===== src/rtl/sdram_colgen_pkg.sv =====
package sdram_colgen_pkg;

   // Per-cycle action chosen by the control logic for the burst registers.
   typedef enum logic [1:0] {
      ACT_HOLD = 2'd0,
      ACT_LOAD = 2'd1,
      ACT_ADV  = 2'd2,
      ACT_STOP = 2'd3
   } colgen_act_e;

endpackage


===== src/rtl/colgen_len_decode.sv =====
// Turns the burst length code into a wrap mask and a last-beat index.
module colgen_len_decode #(
   parameter int COL_W = 8,
   parameter int SEL_W = 3,
   localparam int CODE_W = SEL_W - 1,
   localparam int CNT_W  = (1 << CODE_W) - 1
) (
   input  logic [SEL_W-1:0] len_sel,
   output logic [COL_W-1:0] wrap_mask,
   output logic [CNT_W-1:0] last_idx,
   output logic             page_mode
);
   logic [CODE_W-1:0] len_log;

   assign len_log   = len_sel[CODE_W-1:0];
   assign page_mode = len_sel[SEL_W-1];

   // Bit i of the mask is set when it lies inside the burst block.
   for (genvar i = 0; i < COL_W; i++) begin : g_mask
      assign wrap_mask[i] = page_mode | (int'(len_log) > i);
   end

   // Last beat index = length - 1, a run of ones below log2(length).
   for (genvar j = 0; j < CNT_W; j++) begin : g_last
      assign last_idx[j] = (int'(len_log) > j);
   end
endmodule


===== src/rtl/colgen_wrap_inc.sv =====
// Next column: increment inside the masked bits, keep the rest.
module colgen_wrap_inc #(
   parameter int COL_W = 8
) (
   input  logic [COL_W-1:0] cur_col,
   input  logic [COL_W-1:0] wrap_mask,
   output logic [COL_W-1:0] next_col
);
   logic [COL_W-1:0] inc_col;

   assign inc_col = cur_col + 1'b1;

   for (genvar i = 0; i < COL_W; i++) begin : g_bit
      assign next_col[i] = wrap_mask[i] ? inc_col[i] : cur_col[i];
   end
endmodule


===== src/rtl/colgen_ctrl.sv =====
// Chooses the register action; a command outranks terminate and burst end.
module colgen_ctrl
   import sdram_colgen_pkg::*;
(
   input  logic        cmd_valid,
   input  logic        term_req,
   input  logic        active,
   input  logic        page_mode,
   input  logic        last_beat,
   output colgen_act_e act
);
   always_comb begin
      if (cmd_valid)
         act = ACT_LOAD;
      else if (term_req || (active && !page_mode && last_beat))
         act = ACT_STOP;
      else if (active)
         act = ACT_ADV;
      else
         act = ACT_HOLD;
   end
endmodule


===== src/rtl/sdram_colgen.sv =====
module sdram_colgen
   import sdram_colgen_pkg::*;
#(
   parameter int COL_W = 8,
   parameter int SEL_W = 3
) (
   input  logic             clk,
   input  logic             rst_n,
   input  logic             cmd_valid,
   input  logic [COL_W-1:0] cmd_col,
   input  logic [SEL_W-1:0] len_sel,
   input  logic             term_req,
   output logic [COL_W-1:0] col_addr,
   output logic             col_valid,
   output logic             burst_done
);
   localparam int CODE_W = SEL_W - 1;
   localparam int CNT_W  = (1 << CODE_W) - 1;

   if (SEL_W < 2) begin : g_bad_sel
      $error("SEL_W must be at least 2");
   end
   if (COL_W < CNT_W) begin : g_bad_col
      $error("COL_W too narrow for the longest fixed burst");
   end

   logic [COL_W-1:0] dec_mask;
   logic [CNT_W-1:0] dec_last;
   logic             dec_page;

   logic             active_q;
   logic [COL_W-1:0] addr_q;
   logic [COL_W-1:0] mask_q;
   logic [CNT_W-1:0] left_q;
   logic             page_q;
   logic [COL_W-1:0] next_col;
   logic             last_beat;
   colgen_act_e      act;

   colgen_len_decode #(.COL_W(COL_W), .SEL_W(SEL_W)) u_dec (
      .len_sel   (len_sel),
      .wrap_mask (dec_mask),
      .last_idx  (dec_last),
      .page_mode (dec_page)
   );

   colgen_wrap_inc #(.COL_W(COL_W)) u_inc (
      .cur_col   (addr_q),
      .wrap_mask (mask_q),
      .next_col  (next_col)
   );

   assign last_beat = (left_q == '0);

   colgen_ctrl u_ctrl (
      .cmd_valid (cmd_valid),
      .term_req  (term_req),
      .active    (active_q),
      .page_mode (page_q),
      .last_beat (last_beat),
      .act       (act)
   );

   always_ff @(posedge clk or negedge rst_n) begin
      if (!rst_n) begin
         active_q <= 1'b0;
         addr_q   <= '0;
         mask_q   <= '0;
         left_q   <= '0;
         page_q   <= 1'b0;
      end else begin
         unique case (act)
            ACT_LOAD: begin
               active_q <= 1'b1;
               addr_q   <= cmd_col;
               mask_q   <= dec_mask;
               left_q   <= dec_last;
               page_q   <= dec_page;
            end
            ACT_STOP: active_q <= 1'b0;
            ACT_ADV: begin
               addr_q <= next_col;
               if (!page_q) left_q <= left_q - 1'b1;
            end
            default: ;
         endcase
      end
   end

   assign col_addr   = addr_q;
   assign col_valid  = active_q;
   assign burst_done = active_q & ~page_q & last_beat;
endmodule


===== config.mk =====
export PLATFORM = sky130hd
export DESIGN_NAME = sdram_colgen
export DESIGN_NICKNAME = d
export VERILOG_FILES = /design/src/rtl/sdram_colgen_pkg.sv /design/src/rtl/colgen_len_decode.sv /design/src/rtl/colgen_wrap_inc.sv /design/src/rtl/colgen_ctrl.sv /design/src/rtl/sdram_colgen.sv
export SDC_FILE = /design/constraint.sdc
export NUM_CORES = 1
export LEC_CHECK = 0
export ABC_AREA = 1
export BUFFER_PORTS_ARGS = -buffer_cell sky130_fd_sc_hd__buf_2
export CAP_MARGIN = 0
export CELL_PAD_IN_SITES_DETAIL_PLACEMENT = 1
export CELL_PAD_IN_SITES_GLOBAL_PLACEMENT = 2
export CORE_MARGIN = 2
export CORE_UTILIZATION = 30
export CTS_CLUSTER_SIZE = 28
export DETAILED_ROUTE_END_ITERATION = 7
export GPL_ROUTABILITY_DRIVEN = 0
export PLACE_DENSITY = 0.84
export SYNTH_ARGS = -nofsm -noshare
export SYNTH_HDL_FRONTEND = slang
export SYNTH_SLANG_ARGS = --single-unit

===== constraint.sdc =====
create_clock -name clk -period 3 [get_ports clk]
set_input_delay 0.15 -clock clk [delete_from_list [all_inputs] [get_ports clk]]
set_output_delay 0.15 -clock clk [all_outputs]
set_load 0.03 [all_outputs]

==> metrics.md <==
| Metric | Value |
|---|---|
| Library cells used by synthesis | 19 |
| Fin crit share | 52.4% |
| Total global-route track usage | 15.2% |
| Initial Util | 31.6% |
| Initial antenna violation count | 0 |
| Layout area overhead | 18.5% |
| Num CTS Buffers | 3 |
| Crit path time final | 1.57 ns |
| RSZ-0062 raised after global routing | false |
| Routed vias | 1,066 |
| Flops & latches, synth | 16 |
| Vias per cell | 4.54 |
| Clock buffer depth | 2 |
| VDD IR max | 0.000154 V |
| Layout cell share with drive strength beyond 1 | between 10% and 20% |
| Area after DPL | 1220 um2 |
| Die height | between 60 and 70 um |
| Synthesized area | 1070 um2 |
| CTS tree | yes |
| Max-slew violations | 0 |
| Critical path arrival | between 1 and 1.5 ns |
| Clock Skew | between 0.01 and 0.015 ns |
| Power per Cell Area | 469 nW/um2 |
| Worst reg2reg setup slack | 1.47 ns |
| Die area | 4060 um2 |
| Row count | 21 |
| Main synth FF type | dfrtp_1 |
| Total power | 0.595 mW |
| Worst r2r src | left_q[0]$_DFFE_PN0P_ |
| Number of synthesized flops with an enable pin | 0 |
| CP Capture Type | output pin |
| ANT nets after route | 0 |
| Largest net degree at the start of global routing | 17 |
| Port bufs | 24 |
| Fmax | around 640 MHz |
| Synth warnings | 0 |
| Syn_nets | 181 |
| WL/cell | 11.7 um |
| Htree depth | 1 |
| Detailed Route WL | 2760 um |
| # Max-Cap Violations | 0 |
| Clock Latency Late Sink | 0.30 ns |
| CP required | 2.85 ns |
| Slew @ Worst Pin | 0.464 ns |
| FF-to-FF End | left_q[1]$_DFFE_PN0P_ |
| Drt initial violations | 63 |
| Drt first pass iters | 6 |
| WS Path Type | reg -> out |
| Setup crit start kind | flop |
| Diodes inserted | 0 |
| Cells on worst reg2reg path | 9 |
| Core area | 3390 um2 |
| Crit Path Max Fanout | 3 |
| Async SR Flop Fraction | 100% |
| Register area share after synthesis | 37.4% |
| Total grt overflow | 0 |
| Root Buffer | clkbuf_4 |
| Final Util | 37.4% |
| Final instance area | 1270 um2 |
| Fillers | 440 |
| Worst-path clk slew | about 0.11 ns |
| Post-Synthesis Cells | 163 |
| Total clock sinks | 16 |
| First-pass GRT wire length | slightly below 5000 um |
| Leakage dissipation | 0.722 nW |
| Avg Inst Size Synth | 6.56 um2 |
| Worst Hold Class | in -> reg |
| Multi-input gate area | 557 um2 |
| I/O pin count | 25 |
| Setup Fix Bufs, Post-CTS | 0 |
| Status | finished clean |
| Residual DRC | 0 |
| Vias in the first global route | 1,072 |
| Max-slew headroom | 69.0% |
| Register area | approximately 400 um2 |
| Fin. Hold Viols | 0 |
| Setup TNS | 0 ns |
| Fin nets | 208 |
| Crit path from | left_q[0]$_DFFE_PN0P_ |
| Die width | 63.7 um |
| Crit path capture | burst_done |
| Dpl hpwl | 2080 um |
| Final setup viols | 0 |
registers in the layout, indices dropped and copies added (netlist names):
signal	cells
col_addr	8
mask_q	4
left_q	3
col_valid	1
repair_timing:
item | 4_1_cts | 5_1_grt
hold endpoints to repair | 16 | 0
hold buffers | 1 | 0
gates resized for setup | 0 | 0
cell usage after synthesis (2+ instances only):
library cell	n	share of area, %
nand2_2	2	1.2
o21ai_0	2	0.94
dfrtp_1	16	37
inv_1	22	7.7
nand3_1	14	6.5
a21oi_1	6	2.8
xor2_1	2	1.6
buf_6	2	2.1
nand2_1	76	27
nor2_2	2	1.2
ha_1	3	3.5
nor2_1	9	3.2
cell families after synthesis:
family,count (synthesis),synth area share [%]
buf+inv,26,10.5
compound gates,10,5.61
fa+ha+maj,3,3.51
xor+xnor,2,1.64
flops,16,37.4
simple gates,106,41.3
cell type report:
| class | count | area share, % |
|---|---|---|
| clock buffer | 4 | 2.86 |
| timing repair buffer | 25 | 10.3 |
| multi-input combinational | 121 | 43.9 |
| sequential | 16 | 31.6 |
| inverter | 23 | 6.81 |
| tap | 46 | 4.54 |
stage by stage:
stage / hold WS [ns] / setup WS (ns) / cells
4_1_cts: 0.0991 / 1.41 / 235
2_1_floorplan: -0.146 / 1.44 / 163
3_5_place_dp: 0.107 / 1.47 / 230
5_1_grt: 0.107 / 1.29 / 235
6_report: 0.100 / 1.43 / 235
3_3_place_gp: 0.104 / 1.56 / 230
critical path: stages (launching register included):
cell and delay, ns:
dfrtp_1 0.40, inv_1 0.10, ha_1 0.16, nand2_2 0.06
nor2_2 0.18, buf_2 0.23
worst min path at each step:
stage	from	to	slack, ns	cells after the start
3_5_place_dp	rst_n	col_addr[6]$_DFFE_PN0P_	0.11	1
3_3_place_gp	rst_n	col_addr[6]$_DFFE_PN0P_	0.10	1
4_1_cts	len_sel[2]	mask_q[1]$_DFFE_PN0N_	0.1	3
5_1_grt	len_sel[2]	mask_q[1]$_DFFE_PN0N_	0.11	3
2_1_floorplan	rst_n	col_addr[0]$_DFFE_PN0P_	-0.15	0
6_report	len_sel[2]	mask_q[1]$_DFFE_PN0N_	0.10	3
layer usage:
layer,vias to the layer above,global-route usage [%],wire [um]
met1,489,18.1,1280
met5,-,0,0
met4,0,6.52,53
li1,550,-,-
met2,22,26.6,1320
met3,5,2.68,98
where the power goes:
group	leakage, nW	internal (mW)	switching, mW
logic	0.513	0.0582	0.113
clock network	0.0210	0.0741	0.0763
registers	0.188	0.240	0.0324
total	0.722	0.373	0.222
layout by cell type, fill, tap and decap left out, types with 3 or more instances in the layout:
cell type and count:
nand2_1 76, a21oi_1 6, inv_1 22, ha_1 3, clkbuf_4 3, nor2_1 9
buf_2 24, nand3_1 14, dfrtp_1 16
(Power assumes the default switching activity.)
